$ cat src/rtl/rs_pool_pkg.sv
package rs_pool_pkg;
  localparam int DATA_W = 64;
  localparam int TAG_W  = 4;
  localparam int IDX_W  = 4;  // a 4-bit tag space limits a pool to 15 slots

  typedef enum logic [1:0] {
    OP_ADD = 2'd0,
    OP_SUB = 2'd1,
    OP_AND = 2'd2,
    OP_OR  = 2'd3
  } rs_op_e;

  typedef enum logic [1:0] {
    S_IDLE = 2'd0,
    S_EXEC = 2'd1,
    S_DONE = 2'd2
  } exec_state_e;

  // strobes from control to datapath
  typedef struct packed {
    logic             allocEn;
    logic [IDX_W-1:0] allocIdx;
    logic             dispEn;
    logic [IDX_W-1:0] dispIdx;
  } rs_ctrl_t;
endpackage

$ cat src/rtl/rs_datapath.sv
module rs_datapath
  import rs_pool_pkg::*;
#(
  parameter int NUM_ENTRIES = 3
) (
  input  logic                   clk,
  input  logic                   rstN,
  input  rs_ctrl_t               ctrl,
  input  logic [1:0]             issueOp,
  input  logic [TAG_W-1:0]       issueTagA,
  input  logic [DATA_W-1:0]      issueValA,
  input  logic [TAG_W-1:0]       issueTagB,
  input  logic [DATA_W-1:0]      issueValB,
  input  logic                   busValid,
  input  logic [TAG_W-1:0]       busTag,
  input  logic [DATA_W-1:0]      busData,
  output logic [NUM_ENTRIES-1:0] readyVec,
  output logic [DATA_W-1:0]      resultData
);

  rs_op_e            opArr   [NUM_ENTRIES];
  logic [DATA_W-1:0] valAArr [NUM_ENTRIES];
  logic [DATA_W-1:0] valBArr [NUM_ENTRIES];

  // a tag that is also on the bus this cycle is captured at issue
  logic issueHitA, issueHitB;
  assign issueHitA = busValid && (busTag == issueTagA);
  assign issueHitB = busValid && (busTag == issueTagB);

  for (genvar e = 0; e < NUM_ENTRIES; e++) begin : g_slot
    rs_op_e            opR;
    logic [DATA_W-1:0] valA, valB;
    logic [TAG_W-1:0]  tagA, tagB;
    logic              writeSel, snoopA, snoopB;

    assign writeSel = ctrl.allocEn && (ctrl.allocIdx == IDX_W'(e));
    assign snoopA   = busValid && (tagA != '0) && (busTag == tagA);
    assign snoopB   = busValid && (tagB != '0) && (busTag == tagB);

    always_ff @(posedge clk) begin
      if (!rstN) begin
        opR  <= OP_ADD;
        valA <= '0;
        valB <= '0;
        tagA <= '0;
        tagB <= '0;
      end else if (writeSel) begin
        opR <= rs_op_e'(issueOp);
        if (issueTagA == '0) begin
          valA <= issueValA;
          tagA <= '0;
        end else if (issueHitA) begin
          valA <= busData;
          tagA <= '0;
        end else begin
          tagA <= issueTagA;
        end
        if (issueTagB == '0) begin
          valB <= issueValB;
          tagB <= '0;
        end else if (issueHitB) begin
          valB <= busData;
          tagB <= '0;
        end else begin
          tagB <= issueTagB;
        end
      end else begin
        if (snoopA) begin
          valA <= busData;
          tagA <= '0;
        end
        if (snoopB) begin
          valB <= busData;
          tagB <= '0;
        end
      end
    end

    assign readyVec[e] = (tagA == '0) && (tagB == '0);
    assign opArr[e]    = opR;
    assign valAArr[e]  = valA;
    assign valBArr[e]  = valB;
  end

  // operand select for the dispatched slot
  rs_op_e            selOp;
  logic [DATA_W-1:0] selA, selB;

  always_comb begin
    selOp = OP_ADD;
    selA  = '0;
    selB  = '0;
    for (int e = 0; e < NUM_ENTRIES; e++) begin
      if (ctrl.dispIdx == IDX_W'(e)) begin
        selOp = opArr[e];
        selA  = valAArr[e];
        selB  = valBArr[e];
      end
    end
  end

  // stand-in execution: result formed at dispatch, held until the next one
  logic [DATA_W-1:0] resR;

  always_ff @(posedge clk) begin
    if (!rstN) begin
      resR <= '0;
    end else if (ctrl.dispEn) begin
      unique case (selOp)
        OP_ADD:  resR <= selA + selB;
        OP_SUB:  resR <= selA - selB;
        OP_AND:  resR <= selA & selB;
        default: resR <= selA | selB;
      endcase
    end
  end

  assign resultData = resR;

endmodule

$ cat src/rtl/rs_control.sv
module rs_control
  import rs_pool_pkg::*;
#(
  parameter int NUM_ENTRIES = 3,
  parameter int TAG_BASE    = 1,
  parameter int EXEC_LAT    = 2
) (
  input  logic                   clk,
  input  logic                   rstN,
  input  logic                   issueValid,
  input  logic [NUM_ENTRIES-1:0] readyVec,
  input  logic                   busGrant,
  output rs_ctrl_t               ctrl,
  output logic                   issueReady,
  output logic                   dispValid,
  output logic [TAG_W-1:0]       dispTag,
  output logic                   resultReq,
  output logic [TAG_W-1:0]       resultTag
);

  localparam int CNT_W = (EXEC_LAT > 1) ? $clog2(EXEC_LAT) : 1;

  logic [NUM_ENTRIES-1:0] busy;
  logic [NUM_ENTRIES-1:0] older [NUM_ENTRIES];  // older[j][i]: j issued before i
  exec_state_e            state;
  logic [CNT_W-1:0]       cnt;
  logic [IDX_W-1:0]       execIdx;

  // lowest free slot
  logic             allocFound;
  logic [IDX_W-1:0] allocIdx;

  always_comb begin
    allocFound = 1'b0;
    allocIdx   = '0;
    for (int e = NUM_ENTRIES - 1; e >= 0; e--) begin
      if (!busy[e]) begin
        allocFound = 1'b1;
        allocIdx   = IDX_W'(e);
      end
    end
  end

  // oldest ready slot
  logic [NUM_ENTRIES-1:0] cand, win;
  logic                   dispFound;
  logic [IDX_W-1:0]       dispIdx;

  always_comb begin
    cand = busy & readyVec;
    win  = cand;
    for (int i = 0; i < NUM_ENTRIES; i++) begin
      for (int j = 0; j < NUM_ENTRIES; j++) begin
        if (i != j && cand[j] && older[j][i]) win[i] = 1'b0;
      end
    end
    dispFound = 1'b0;
    dispIdx   = '0;
    for (int e = NUM_ENTRIES - 1; e >= 0; e--) begin
      if (win[e]) begin
        dispFound = 1'b1;
        dispIdx   = IDX_W'(e);
      end
    end
  end

  assign ctrl.allocEn  = issueValid && allocFound;
  assign ctrl.allocIdx = allocIdx;
  assign ctrl.dispEn   = (state == S_IDLE) && dispFound;
  assign ctrl.dispIdx  = dispIdx;

  logic freeEn;
  assign freeEn = (state == S_DONE) && busGrant;

  // occupancy and issue age
  always_ff @(posedge clk) begin
    if (!rstN) begin
      busy <= '0;
      for (int e = 0; e < NUM_ENTRIES; e++) older[e] <= '0;
    end else begin
      for (int e = 0; e < NUM_ENTRIES; e++) begin
        if (freeEn && execIdx == IDX_W'(e)) busy[e] <= 1'b0;
        if (ctrl.allocEn && allocIdx == IDX_W'(e)) begin
          busy[e]  <= 1'b1;
          older[e] <= '0;
          for (int k = 0; k < NUM_ENTRIES; k++) begin
            if (k != e) older[k][e] <= busy[k];
          end
        end
      end
    end
  end

  // execution unit sequencing
  always_ff @(posedge clk) begin
    if (!rstN) begin
      state   <= S_IDLE;
      cnt     <= '0;
      execIdx <= '0;
    end else begin
      unique case (state)
        S_IDLE: if (ctrl.dispEn) begin
          state   <= S_EXEC;
          cnt     <= CNT_W'(EXEC_LAT - 1);
          execIdx <= dispIdx;
        end
        S_EXEC: if (cnt == '0) state <= S_DONE;
                else cnt <= cnt - 1'b1;
        S_DONE: if (busGrant) state <= S_IDLE;
        default: state <= S_IDLE;
      endcase
    end
  end

  assign issueReady = allocFound;
  assign dispValid  = ctrl.dispEn;
  assign dispTag    = TAG_W'(TAG_BASE) + TAG_W'(dispIdx);
  assign resultReq  = (state == S_DONE);
  assign resultTag  = TAG_W'(TAG_BASE) + TAG_W'(execIdx);

endmodule

$ cat src/rtl/rs_pool.sv
module rs_pool
  import rs_pool_pkg::*;
#(
  parameter int NUM_ENTRIES = 3,
  parameter int TAG_BASE    = 1,
  parameter int EXEC_LAT    = 2
) (
  input  logic        clk,
  input  logic        rstN,
  input  logic        issueValid,
  input  logic [1:0]  issueOp,
  input  logic [3:0]  issueTagA,
  input  logic [63:0] issueValA,
  input  logic [3:0]  issueTagB,
  input  logic [63:0] issueValB,
  output logic        issueReady,
  input  logic        busValid,
  input  logic [3:0]  busTag,
  input  logic [63:0] busData,
  output logic        dispValid,
  output logic [3:0]  dispTag,
  output logic        resultReq,
  output logic [3:0]  resultTag,
  output logic [63:0] resultData,
  input  logic        busGrant
);

  rs_ctrl_t               ctrl;
  logic [NUM_ENTRIES-1:0] readyVec;

  rs_control #(
    .NUM_ENTRIES(NUM_ENTRIES),
    .TAG_BASE   (TAG_BASE),
    .EXEC_LAT   (EXEC_LAT)
  ) u_ctrl (
    .clk       (clk),
    .rstN      (rstN),
    .issueValid(issueValid),
    .readyVec  (readyVec),
    .busGrant  (busGrant),
    .ctrl      (ctrl),
    .issueReady(issueReady),
    .dispValid (dispValid),
    .dispTag   (dispTag),
    .resultReq (resultReq),
    .resultTag (resultTag)
  );

  rs_datapath #(
    .NUM_ENTRIES(NUM_ENTRIES)
  ) u_dp (
    .clk       (clk),
    .rstN      (rstN),
    .ctrl      (ctrl),
    .issueOp   (issueOp),
    .issueTagA (issueTagA),
    .issueValA (issueValA),
    .issueTagB (issueTagB),
    .issueValB (issueValB),
    .busValid  (busValid),
    .busTag    (busTag),
    .busData   (busData),
    .readyVec  (readyVec),
    .resultData(resultData)
  );

endmodule

$ cat config.mk
export PLATFORM = sky130hd
export DESIGN_NAME = rs_pool
export DESIGN_NICKNAME = d
export VERILOG_FILES = /design/src/rtl/rs_pool_pkg.sv /design/src/rtl/rs_datapath.sv /design/src/rtl/rs_control.sv /design/src/rtl/rs_pool.sv
export SDC_FILE = /design/constraint.sdc
export NUM_CORES = 2
export LEC_CHECK = 0
export ABC_AREA = 0
export CAP_MARGIN = 10
export CORE_MARGIN = 2
export CORE_UTILIZATION = 53
export DETAILED_ROUTE_END_ITERATION = 10
export GPL_TIMING_DRIVEN = 0
export PLACE_DENSITY = 0.85
export RECOVER_POWER = 25
export SKIP_CTS_REPAIR_TIMING = 1
export SYNTH_ARGS = -nofsm -noshare
export SYNTH_HDL_FRONTEND = slang
export SYNTH_SLANG_ARGS = --single-unit
$ cat constraint.sdc
create_clock -name clk -period 6.6 [get_ports clk]
set_input_delay 1.32 -clock clk [delete_from_list [all_inputs] [get_ports clk]]
set_output_delay 1.32 -clock clk [all_outputs]
set_load 0.05 [all_outputs]
==> impl_results.md <==
- Pre-CTS WS: -3.46 ns
- Clk_skew: 0.0566 ns
- PD cells: 291 nW/um2
- Antenna-violating nets left: 0
- Root Driver: clkbuf_16
- GR Overflow Total: 0
- CP required: 7.14 ns
- CTS tree: yes
- Cell variety after synth: 88
- Total track usage: 0.518
- Rel. slew slack: -0.377
- Hold Violations, Final: 0
- Clk sinks: 492
- Setup TNS Final: -1.91 ns
- Critical path startpoint category: register
- First-pass GRT wire length: 225 mm
- Pleak: 14.0 nW
- Starting Density: 0.535
- Crit path max fanout: 10
- Number of nets in the layout: 4693
- Fmax: 146 MHz
- Critical setup path kind: reg -> reg
- H-tree depth: 2
- Clock Latency Late Sink: 0.67 ns
- Vias: 36400
- Final setup violation count: 18
- Largest net degree at the start of global routing: 16
- RSZ-0062 raised after global routing: true
- Core region area: 56400 um2
- Post-DP HPWL: 121 mm
- Worst EP arrival: 7.37 ns
- Total Wirelength: 163 mm
- Die X: 243 um
- Status: finished with violations
- Io pins: 286
- Worst VDD drop: 250 uV
- IO buf count: 278
- Vias per cell: 6.99
- FP Rows: 87
- Die Y: 243 um
- Avg WL per Cell: 31.2 um
- Max clock buf depth: 3
- Post-synthesis sequential area ratio: 0.328
- Reported max-cap violation count: 1
- Worst Hold Class: reg -> reg
- Post-synthesis cell area: 30200 um2
- Setup WS post-layout: -0.230 ns
- Final min period: 6.83 ns
- Syn Inst Count: 4013
- Vias in the first global route: 33400
- Mapped Avg Cell Area: 7.52 um2
- YS warnings: 0
- Num CTS Buffers: 52
- Failing checks: max-capacitance violations, max-slew violations, negative setup slack
- FILL cells: 4932
- Gpl congestion: 1.09
- Clock transition at the registers of the reported paths: 0.06 ns
- Fin util: 0.671
- Starting DRT DRC Count: 6533
- Area growth syn-to-layout: 25.3%
- Antenna violations before repair: 6
- Slowest CP cell: or3b_4
- Main synth FF type: dfxtp_1
- Initial DRT Pass Iterations: 7
- CP top delay family: compound AO/OA/AOI/OAI gates
- Number of synthesized register bits: 492
- Delay of the slowest critical-path stage: 0.44 ns
- Bufs and invs on worst path: 6
- Layout cells sized above 1: 0.0955
- Final Cycle Share: 1.03
- Setup crit end kind: register
- Slew of the pin with the lowest slew margin: 2.06 ns
- Post-synth ARST share: 0
- Most used cell along the critical path: buf_6
- Slew Viols, Final: 9
- Die area: 58900 um2
- Drc violations: 0
- EDFF count, synth: 6
[worst reg2reg max path, delay by kind of cell (launching register included)]
kind | cells | cell delay [ns]
compound gates | 13 | 3.09
simple gates | 7 | 1.69
buf+inv | 6 | 1.03
flops | 1 | 0.35
fa+ha+maj | 1 | 0.35
xor+xnor | 2 | 0.20
[metrics by stage]
stage,hold WS [ns],std cells,power [mW],area [um2]
after floorplan,0.436,4015,5.85,30200
after global placement,0.440,5049,7.27,33900
after detailed placement,0.444,5052,7.29,34000
after CTS,0.452,5147,10.3,35800
after global routing,0.467,5208,11.2,37800
final,0.447,5212,11.0,37800
[cells in the final DEF (no fill, tap or decap), types with 12 or more instances in the layout]
cell type and count:
dfxtp_1 479, nor2b_1 14, nand2_1 167, mux2i_1 130, o22a_1 12, clkbuf_2 12
nor2_1 810, dlygate4sd3_1 72, a21o_1 66, a211oi_1 404, nand3_1 18, nor3_1 22
maj3_1 29, a31oi_1 35, o21ai_1 12, o32a_1 35, o22ai_1 99, clkbuf_16 54
ha_1 55, and3_1 14, buf_6 15, clkbuf_1 267, a22oi_1 25, a21oi_2 26
o21ai_0 100, a21oi_1 591, xnor2_1 68, buf_4 70, inv_1 44, nand4_1 24
xor2_1 73, nand2b_1 15, o22ai_4 18, clkbuf_4 19, clkdlybuf4s50_1 206, clkbuf_8 12
o211ai_1 22
[registers in the layout (all words and copies together) (netlist names)]
name              count
u_dp.g_slot.tagB     12
u_dp.g_slot.tagA     12
u_dp.resultData      64
u_dp.g_slot.valB    192
u_ctrl.busy           3
u_dp.g_slot.valA    192
u_ctrl.state          2
u_dp.g_slot.opR       6
u_ctrl.older          6
u_ctrl.cnt            1
u_ctrl.execIdx        2
[final cells by class]
type,instances,area [um2],share of cell area
clock inverter,19,230,0.00609
sequential,492,9920,0.262
multi-input combinational,3132,19900,0.527
antenna,4,10.0,0.000265
tap,756,946,0.0250
timing repair buffer,355,3490,0.0923
clock buffer,76,1530,0.0405
inverter,46,175,0.00463
buffer,332,1570,0.0416
[cell usage after synthesis, types with 29 or more instances]
| master | n | area share |
|---|---|---|
| a211oi_1 | 409 | 0.10 |
| a21o_1 | 66 | 0.016 |
| a21oi_1 | 620 | 0.10 |
| a31oi_1 | 37 | 0.0077 |
| clkbuf_1 | 300 | 0.037 |
| dfxtp_1 | 486 | 0.32 |
| ha_1 | 70 | 0.029 |
| inv_1 | 45 | 0.0056 |
| maj3_1 | 29 | 0.0096 |
| mux2i_1 | 130 | 0.043 |
| nand2_1 | 174 | 0.022 |
| nor2_1 | 816 | 0.10 |
| o21ai_0 | 120 | 0.020 |
| o22ai_1 | 113 | 0.023 |
| o32a_1 | 35 | 0.012 |
| xnor2_1 | 69 | 0.020 |
| xor2_1 | 76 | 0.022 |
[routing by layer]
layer,vias up,wire [um],track usage,part of all wire
li1,15500,-,-,-
met1,16700,57700,0.634,0.35
met2,3347,64200,0.741,0.39
met3,941,26100,0.209,0.16
met4,8,14700,0.353,0.090
met5,-,171,0.0131,0.0010
[cells by family (layout without fill, tap and decap cells)]
logic type	Yosys count	after routing	synth area share
other cells	1	7	0.000124
buf+inv	392	828	0.0502
xor+xnor	145	145	0.0421
fa+ha+maj	100	100	0.0393
mux	130	130	0.0431
simple gates	1196	1197	0.170
flops	492	492	0.328
compound gates	1557	1557	0.327
[power by group]
part | switching, mW | internal, mW | total [mW] | leakage, nW
sequential | 0.120 | 3.16 | 3.28 | 4.02
clock | 1.37 | 1.73 | 3.10 | 0.869
combinational | 3.05 | 1.56 | 4.61 | 9.11
[path summary, 6_finish.rpt]
kind | startpoint | end | slack, ns | cells after the start
worst max-delay path | u_dp.g_slot[2].tagB[3]$_SDFFE_PN0P_ | u_dp.resultData[63]$_SDFFE_PN0P_ | -0.23 | 29
worst min-delay path | u_dp.resultData[34]$_SDFFE_PN0P_ | u_dp.resultData[34]$_SDFFE_PN0P_ | 0.45 | 2
worst max register to register | u_dp.g_slot[2].tagB[3]$_SDFFE_PN0P_ | u_dp.resultData[63]$_SDFFE_PN0P_ | -0.23 | 29
worst min register to register | u_dp.resultData[34]$_SDFFE_PN0P_ | u_dp.resultData[34]$_SDFFE_PN0P_ | 0.45 | 2
Power figures use the tool's default switching activity.
